$ cat src/rtl/tmr_pkg.sv
// Package: shared constants for the down-counting timer.
// Assumes 32-bit registers; field positions are part of the register contract.
package tmr_pkg;
    localparam int REG_W      = 32;
    localparam int VEC_W      = 8;
    localparam int MASK_BIT   = 16;
    localparam int MODE_BIT   = 17;
    localparam int SHIFT_W    = 3;
    localparam int MAX_SHIFT  = 7;
    localparam logic [REG_W-1:0] ENTRY_RESET = 32'h0001_0000;
    localparam logic [REG_W-1:0] DIV_RESET   = 32'h0000_0000;

    typedef enum logic [1:0] {
        SEL_INIT  = 2'd0,
        SEL_DIV   = 2'd1,
        SEL_ENTRY = 2'd2,
        SEL_NONE  = 2'd3
    } reg_sel_e;
endpackage

$ cat src/rtl/tmr_div_decode.sv
// Module: tmr_div_decode
// Turns the divide register into a right-shift amount and a validity flag.
// Assumes bits {3,1,0} carry the code, bit 2 is don't-care, bits 31:4 must be 0.
module tmr_div_decode
    import tmr_pkg::*;
(
    input  logic [REG_W-1:0]   div_reg,
    output logic [SHIFT_W-1:0] shift,
    output logic               div_ok
);
    logic [2:0] code;

    // Gather the code bits and map them to a shift amount.
    always_comb begin
        code   = {div_reg[3], div_reg[1], div_reg[0]};
        shift  = (code == 3'b111) ? 3'd0 : code + 3'd1;
        div_ok = (div_reg[REG_W-1:4] == '0);
    end
endmodule

$ cat src/rtl/tmr_scale.sv
// Module: tmr_scale
// Right-shifts the elapsed cycle batch by the selected amount.
// Assumes shift is in 0..MAX_SHIFT; one candidate per shift amount.
module tmr_scale
    import tmr_pkg::*;
#(
    parameter int CYC_W = 32
)(
    input  logic [CYC_W-1:0]   cycles,
    input  logic [SHIFT_W-1:0] shift,
    output logic [CYC_W-1:0]   ticks
);
    localparam int N_CAND = MAX_SHIFT + 1;
    logic [CYC_W-1:0] cand [N_CAND];

    for (genvar s = 0; s < N_CAND; s++) begin : g_cand
        assign cand[s] = cycles >> s;
    end

    // Select the candidate matching the requested shift.
    always_comb begin
        ticks = cand[0];
        for (int s = 1; s < N_CAND; s++) begin
            if (shift == SHIFT_W'(s)) ticks = cand[s];
        end
    end
endmodule

$ cat src/rtl/tmr_count_core.sv
// Module: tmr_count_core
// Holds the current count, applies ticks, detects expiry, reloads in
// periodic mode and drives the single-cycle interrupt pulse.
// Assumes step_en already includes a valid divide setting; a load wins over a step.
module tmr_count_core
    import tmr_pkg::*;
#(
    parameter int CYC_W = 32
)(
    input  logic             clk,
    input  logic             rst_n,
    input  logic             load_en,
    input  logic [REG_W-1:0] load_val,
    input  logic [REG_W-1:0] init_val,
    input  logic             periodic,
    input  logic             masked,
    input  logic [VEC_W-1:0] vector,
    input  logic             step_en,
    input  logic [CYC_W-1:0] ticks,
    output logic [REG_W-1:0] cur,
    output logic             irq_valid,
    output logic [VEC_W-1:0] irq_vector
);
    localparam int CMP_W = (CYC_W > REG_W) ? CYC_W : REG_W;

    logic             active;
    logic             expire;
    logic [CMP_W-1:0] tick_x;
    logic [CMP_W-1:0] cur_x;

    // Decide whether this update can act and whether it expires the count.
    always_comb begin
        tick_x = CMP_W'(ticks);
        cur_x  = CMP_W'(cur);
        active = (init_val != '0) && !(!periodic && cur == '0);
        expire = step_en && active && !load_en && !(tick_x < cur_x);
    end

    // Update the current count: load, subtract, clear or reload.
    always_ff @(posedge clk) begin
        if (!rst_n) begin
            cur <= '0;
        end else if (load_en) begin
            cur <= load_val;
        end else if (step_en && active) begin
            if (tick_x < cur_x) cur <= cur - REG_W'(ticks);
            else                cur <= periodic ? init_val : '0;
        end
    end

    // Emit a one-cycle pulse with the vector on an unmasked expiry.
    always_ff @(posedge clk) begin
        if (!rst_n) begin
            irq_valid  <= 1'b0;
            irq_vector <= '0;
        end else begin
            irq_valid  <= expire && !masked;
            irq_vector <= (expire && !masked) ? vector : irq_vector;
        end
    end

    // Marks cycles where $past reaches only post-reset values.
    logic past_ok;
    always_ff @(posedge clk) begin
        if (!rst_n) past_ok <= 1'b0;
        else        past_ok <= 1'b1;
    end

    a_r8_mask_blocks_pulse: assert property (@(posedge clk) disable iff (!rst_n)
        (past_ok && irq_valid) |-> !$past(masked));

    a_r9_vector_follows_entry: assert property (@(posedge clk) disable iff (!rst_n)
        (past_ok && irq_valid) |-> (irq_vector == $past(vector)));

    a_r3_idle_no_pulse: assert property (@(posedge clk) disable iff (!rst_n)
        (past_ok && $past(init_val) == '0) |-> !irq_valid);

    a_r5_count_never_rises: assert property (@(posedge clk) disable iff (!rst_n)
        (past_ok && !$past(load_en) && !($past(periodic) && $past(step_en)))
            |-> (cur <= $past(cur)));

    a_r6_oneshot_lands_zero: assert property (@(posedge clk) disable iff (!rst_n)
        (past_ok && irq_valid && !$past(periodic)) |-> (cur == '0));
endmodule

$ cat src/rtl/tick_down_timer.sv
// Module: tick_down_timer
// Top of the down-counting interrupt timer: holds the initial count, divide
// and vector-entry registers and wires the decode, scale and count stages.
// Assumes writes and updates are single-cycle strobes in the clk domain.
module tick_down_timer
    import tmr_pkg::*;
#(
    parameter int CYC_W = 32
)(
    input  logic             clk,
    input  logic             rst_n,
    input  logic             wr_en,
    input  logic [1:0]       wr_sel,
    input  logic [31:0]      wr_data,
    input  logic             upd_valid,
    input  logic [CYC_W-1:0] upd_cycles,
    output logic [31:0]      cur_count,
    output logic [31:0]      div_value,
    output logic [31:0]      entry_value,
    output logic             irq_valid,
    output logic [7:0]       irq_vector
);
    logic [REG_W-1:0]   init_reg;
    logic [REG_W-1:0]   div_reg;
    logic [REG_W-1:0]   entry_reg;
    logic [SHIFT_W-1:0] shift;
    logic               div_ok;
    logic [CYC_W-1:0]   ticks;
    logic               load_init;
    reg_sel_e           sel;

    // Classify the incoming write.
    always_comb begin
        sel       = reg_sel_e'(wr_sel);
        load_init = wr_en && (sel == SEL_INIT);
    end

    // Configuration registers written through the write port.
    always_ff @(posedge clk) begin
        if (!rst_n) begin
            init_reg  <= '0;
            div_reg   <= DIV_RESET;
            entry_reg <= ENTRY_RESET;
        end else if (wr_en) begin
            case (sel)
                SEL_INIT:  init_reg  <= wr_data;
                SEL_DIV:   div_reg   <= wr_data;
                SEL_ENTRY: entry_reg <= wr_data;
                default:   ;
            endcase
        end
    end

    tmr_div_decode u_dec (
        .div_reg (div_reg),
        .shift   (shift),
        .div_ok  (div_ok)
    );

    tmr_scale #(.CYC_W(CYC_W)) u_scale (
        .cycles (upd_cycles),
        .shift  (shift),
        .ticks  (ticks)
    );

    tmr_count_core #(.CYC_W(CYC_W)) u_core (
        .clk        (clk),
        .rst_n      (rst_n),
        .load_en    (load_init),
        .load_val   (wr_data),
        .init_val   (init_reg),
        .periodic   (entry_reg[MODE_BIT]),
        .masked     (entry_reg[MASK_BIT]),
        .vector     (entry_reg[VEC_W-1:0]),
        .step_en    (upd_valid && div_ok),
        .ticks      (ticks),
        .cur        (cur_count),
        .irq_valid  (irq_valid),
        .irq_vector (irq_vector)
    );

    assign div_value   = div_reg;
    assign entry_value = entry_reg;

    a_r10_bad_div_freezes: assert property (@(posedge clk) disable iff (!rst_n)
        (upd_valid && !wr_en && div_reg[REG_W-1:4] != '0) |=> (!irq_valid && $stable(cur_count)));
endmodule

$ cat config.mk
export PLATFORM = sky130hd
export DESIGN_NAME = tick_down_timer
export DESIGN_NICKNAME = d
export VERILOG_FILES = /design/src/rtl/tmr_pkg.sv /design/src/rtl/tmr_div_decode.sv /design/src/rtl/tmr_scale.sv /design/src/rtl/tmr_count_core.sv /design/src/rtl/tick_down_timer.sv
export SDC_FILE = /design/constraint.sdc
export NUM_CORES = 1
export LEC_CHECK = 0
export CAP_MARGIN = 15
export CORE_UTILIZATION = 58
export DETAILED_ROUTE_END_ITERATION = 6
export GPL_TIMING_DRIVEN = 0
export PLACE_DENSITY = 0.87
export SYNTH_ARGS = -nofsm -noshare
export SYNTH_HDL_FRONTEND = slang
export SYNTH_SLANG_ARGS = --single-unit
$ cat constraint.sdc
create_clock -name clk -period 8.3 [get_ports clk]
set_input_delay 2.49 -clock clk [delete_from_list [all_inputs] [get_ports clk]]
set_output_delay 2.49 -clock clk [all_outputs]
set_load 0.1 [all_outputs]
==> impl_metrics.ini, run 1 <==
[grt]
grt_pass1_vias = 10773
grt_pass1_wl_mm = 55.8
grt_max_degree = 17
track_usage_pct = 40.4
antenna_found_initial = 0
gr-total-overflow = 0

[timing]
setup_viol = 0
finalHoldViolations = 0
fmax_mhz = 145
rsz0062_at_grt = false
finalMaxSlewViolations = 0
finClkSkew_ns = 0.00848
period_needed_ns = 6.90
tns_ns = 0
fin_crit_sh_pct = 83.1
worst_pin_slew_ns = 1.05
max_slew_margin_pct = 29.8

[place]
gp_congestion = 0.950
hpwl_mm = 27.0
port_buffers = 170

[synth]
syn_inst = 1369
synth_fp_nets = 1472
yosys-top-cells-area = dfxtp_1 (28%), nand2_1 (10%), a21oi_1 (8.5%), o21ai_0 (7.1%), ha_1 (4.1%)
yosys_warnings = 0
synth-async-reset-ratio_pct = 0
synth_edf_count = 0
synthesis.area_um2 = 9680
yosys_most_used_dff = dfxtp_1
synth_seq_cells = 137
synth.distinct_cells = 70
syn_avg_cell_area_um2 = 7.07
synth_seq_area_share_pct = 28.3
synth.top_cell.area_share_pct = 28.3
yosysTopAreaCell = dfxtp_1

[setup_path]
critPathSlowestCell = clkdlybuf4s50_1
crit_fanout = 10
startpoint_type = input port
end_kind = flip-flop
critical_path.cell_chain = clkdlybuf4s50_1, o21ai_0, a221oi_1, a211oi_1, nor2b_1, nor2_1, o221ai_1, o21ai_0, ha_1, buf_2, nand4_1, nor4_1, and3_1, a211oi_2, nor2_2, clkbuf_1, nand3_1, o211a_1, o32ai_1
crit_required_ns = 8.63
arrival_ns = 7.23
worstSetupPathType = in2reg
cpPeakStageDelay_ns = 0.65
cpMostUsedCell = o21ai_0

[power_and_ir_drop]
power_mw = 2.22
power_density_nw_per_um2 = 181
power_leakage_nw = 4.44
ir_drop_mv = 0.151

[cells_and_area]
diodes = 0
post_route_cells_drive_above_1_share_pct = 4.20
utilization_pct = 76.2
fin_nets = 1662
area_delta_synth_final_pct = 26.8

[clock_tree]
hold_buffers = 0
cts-root-buf = clkbuf_16
cts_resized = 0
clock_latency_ns = 0.43
cts_num_sinks = 137
tritoncts = yes
clk_pin_slew_ns = 0.06
clockBufferDepth = 2
post_cts_buffers = 0
htree_levels = 4
numCtsBuffers = 17

[route]
vias = 11543
drtIter0Drc = 1286
dr.pass1.iters = 6
drt.antenna.violating_nets = 0
wl_per_cell_um = 20.1
viasPerCell = 6.46
wl_mm = 36.0
drc = 0

[floorplan]
start_util_pct = 60.1
coreArea_um2 = 16100
die_w_um = 131
die_y_um = 131
fp-row-count = 46
ios = 175
die_area_um2 = 17200

[run]
max_cap_violations = 0

[run_status]
outcome = finished clean

[hold_path]
hold_path.class = reg2reg
==> path summary, 6_finish.rpt <==
path,to,from,depth (start not counted),slack (ns)
max,u_core.cur[12],upd_cycles[5],19,1.40
min reg2reg,entry_value[10],entry_value[10],2,0.45
min,entry_value[10],entry_value[10],2,0.45
max reg2reg,u_core.cur[12],div_value[3],19,2.55
==> where the power goes <==
part / leakage [nW] / internal (mW) / total (mW) / switching (mW)
clock network: 0.291 / 0.481 / 0.803 / 0.322
logic: 3.04 / 0.224 / 0.695 / 0.471
registers: 1.11 / 0.685 / 0.720 / 0.0347
==> per-layer routing <==
layer  global-route usage, %  routed length [µm]  vias to the layer above
met2                    66.3               16600                      737
met4                    22.6                1910                        0
met3                    8.99                3310                      149
li1                        -                   -                     5353
met1                    48.6               14200                     5304
met5                       0                   0                        -
==> cells in the mapped netlist, drive strengths merged (11+ instances only) <==
master,number
ha,32
nand3,22
dfxtp,137
a21o,12
o22ai,21
inv,20
nor2,79
a211oi,12
a22oi,27
nand4,17
xnor2,14
and3,11
clkbuf,103
nor4,22
mux2i,35
a221oi,28
a21oi,164
nand2b,21
nand2,268
o21ai,140
buf,28
==> critical path: cells and delay by family <==
kind,cells,cell delay (ns)
fa+ha+maj,1,0.37
buf+inv,3,1.18
compound gates,8,1.57
simple gates,7,1.60
==> area by class of cell <==
class | instances | area, µm²
fill | 1225 | 3840
clock inverter | 14 | 185
inverter | 20 | 75.1
sequential | 137 | 2740
clock buffer | 18 | 429
tap | 216 | 270
timing repair buffer | 171 | 1710
buffer | 131 | 533
multi-input combinational | 1081 | 6330
==> per-stage QoR <==
step           cells  setup WS (ns)  hold WS, ns  cell area (µm²)
2_1_floorplan   1369           2.36        0.445             9680
3_3_place_gp    1755           1.22        0.441            11700
3_5_place_dp    1755           1.16        0.448            11700
4_1_cts         1787           1.55        0.456            12300
5_1_grt         1788           1.13        0.475            12300
6_report        1788           1.40        0.454            12300
==> cells in the final DEF (no fill, tap or decap), types with 5 or more instances in the layout <==
master           count
dfxtp_1            137
a221oi_1            28
a21o_1              12
nor4_1              22
a22o_1              10
o32ai_1              8
ha_1                32
nor2b_1             10
nor2_1              78
xor2_1              10
inv_1               19
clkbuf_1           104
o221ai_1             9
nor3_1              10
buf_4                5
clkbuf_16           17
buf_1               10
buf_2               13
a211oi_1            11
a31oi_1              5
xnor2_1             14
o211ai_1             7
a22oi_1             26
o211a_1             10
a21boi_0             9
clkdlybuf4s50_1    170
nand2_1            268
o21a_1              10
and3_1              10
a21oi_1            164
or3_1                5
inv_6                7
mux2i_1             35
nand2b_1            21
o21ai_0            138
nand4_1             16
o22ai_1             21
nand3_1             22
==> cell families (layout without fill, tap and decap cells) <==
group / count (synthesis) / after routing / synth area share, %
buf+inv: 151 / 354 / 6.28
compound gates: 505 / 505 / 33.0
flops: 137 / 137 / 28.3
xor+xnor: 24 / 24 / 2.17
simple gates: 483 / 483 / 22.2
fa+ha+maj: 33 / 33 / 4.34
mux: 36 / 36 / 3.73
(Power assumes the default switching activity.)
==> run 2: changes to the inputs <==
- CORE_UTILIZATION: 58 -> 49
- PLACE_DENSITY: 0.87 -> 0.78
- clock period: 8.3 -> 5.7 ns (I/O delays scaled with it)
==> impl_metrics.ini, run 2 (same netlist as run 1, synthesis figures left out) <==
[route]
wl_per_cell_um = 19.2
drt.antenna.violating_nets = 0
viasPerCell = 6.22
drtIter0Drc = 1030
vias = 11436
drc = 0
wl_mm = 35.4
dr.pass1.iters = 7

[grt]
grt_max_degree = 17
track_usage_pct = 34.1
grt_pass1_wl_mm = 54.7
antenna_found_initial = 0
grt_pass1_vias = 10407
gr-total-overflow = 0

[setup_path]
startpoint_type = input port
crit_fanout = 10
end_kind = flip-flop
worstSetupPathType = in2reg
crit_required_ns = 6.01
arrival_ns = 5.90
r2r_slack_ns = 0.34

[clock_tree]
htree_levels = 4
cts-root-buf = clkbuf_16
clock_latency_ns = 0.43
tritoncts = yes
hold_buffers = 0
clockBufferDepth = 2
cts_num_sinks = 137
clk_pin_slew_ns = 0.07
numCtsBuffers = 17

[cells_and_area]
area_delta_synth_final_pct = 29.1
fin_nets = 1665
diodes = 0
final_area_um2 = 12500
final_cell_mix = nand2_1 (267), clkdlybuf4s50_1 (166), a21oi_1 (163)
final.fill_count = 1757
post_route_cells_drive_above_1_share_pct = 6.86
final_common_cell = nand2_1

[power_and_ir_drop]
p_sw_share_pct = 38.7
clkPwrFrac_pct = 35.1
p_seq_share_pct = 32.5
power_density_nw_per_um2 = 258
p_comb_share_pct = 32.4
power_mw = 3.22
power_leakage_nw = 4.57
p_int_mw = 1.97
ir_drop_mv = 0.211
p_sw_mw = 1.25

[timing]
finClkSkew_ns = 0.0133
fmax_mhz = 179
setup_slack_ns = 0.108
setup_viol = 0
fin_crit_sh_pct = 98.1
finalMaxSlewViolations = 0
period_needed_ns = 5.59
max_slew_margin_pct = 20.8
rsz0062_at_grt = true
finalHoldViolations = 0
worst_pin_slew_ns = 1.19

[floorplan]
start_util_pct = 49.9
fp-row-count = 51
die_area_um2 = 20300
coreArea_um2 = 19400
ios = 175
die_w_um = 143
die_y_um = 143

[hold_path]
hold_path.class = reg2reg

[place]
gp_congestion = 0.968
place_area_um2 = 11700
hpwl_mm = 26.6
dpl_worst_slack_ns = -0.689
port_buffers = 170

[run_status]
outcome = finished clean

[run]
max_cap_violations = 0
## run 2: cell count changes in the layout (fill, tap and decap cells not counted), moves of 4 or more
cell | previous run | this run
buf_4 | 5 | 14
clkbuf_1 | 104 | 80
clkbuf_2 | 0 | 7
clkbuf_4 | 0 | 7
clkdlybuf4s50_1 | 170 | 166
dlymetal6s2s_1 | 0 | 4
ha_1 | 32 | 27
o21ai_0 | 138 | 132
o21ai_1 | 1 | 6
## run 2: layout make-up
type | instances | area, µm² | area share (%)
multi-input combinational | 1081 | 6410 | 51.3
buffer | 128 | 569 | 4.56
tap | 265 | 332 | 2.65
clock inverter | 15 | 178 | 1.42
inverter | 20 | 75.1 | 0.601
clock buffer | 17 | 425 | 3.40
timing repair buffer | 177 | 1760 | 14.1
sequential | 137 | 2740 | 21.9
## run 2: power groups by stage
stage / Combinational, mW / Clock, mW / Sequential (mW)
final: 1.04 / 1.13 / 1.05
after global routing: 1.11 / 1.18 / 1.05
after CTS: 0.997 / 1.13 / 1.04
after detailed placement: 0.985 / 0 / 1.07
after global placement: 0.974 / 0 / 1.07
after floorplan: 0.488 / 0 / 1.27
## run 2: metal layers
layer / part of all wire [%] / GRT usage [%] / up-vias
met5: 0 / 0 / -
met4: 3.5 / 13.4 / 0
met3: 8.6 / 6.80 / 102
met2: 47 / 57.5 / 659
met1: 41 / 42.6 / 5316
li1: - / - / 5359
## run 2: timing repair
item	CTS	global route
gates cloned	0	0
resized for setup	18	64
pin swaps	4	14
endpoints found under the setup margin	33	41
setup buffers	0	7
## run 2: final timing paths
check | start | to | cells past startpoint
max | upd_cycles[19] | u_core.cur[21] | 18
min | entry_value[30] | entry_value[30] | 2
max reg2reg | div_value[0] | u_core.cur[21] | 16
min reg2reg | entry_value[30] | entry_value[30] | 2
## run 2: worst max-delay path: stages
cell and delay, ns:
clkdlybuf4s50_1 0.49, clkbuf_2 0.23, o21ai_0 0.13, a221oi_1 0.33, nor2_1 0.09, nand2b_1 0.15, a21oi_1 0.14, o22ai_1 0.12
ha_1 0.29, buf_2 0.20, nand4_1 0.16, or3_1 0.43, a2111oi_4 0.48, nor2_4 0.14, and3_4 0.23, buf_6 0.14
a222oi_1 0.35, inv_1 0.07
## run 2: stage by stage
step / TNS (ns) / util (%) / hold WS, ns / cells
after floorplan: 0 / - / 0.445 / 1369
after global placement: -18.69 / 60.4 / 0.441 / 1804
after detailed placement: -20.60 / 60.4 / 0.448 / 1804
after CTS: 0 / 63.7 / 0.458 / 1836
after global routing: -0.266 / 64.4 / 0.478 / 1840
final: 0 / 64.4 / 0.453 / 1840
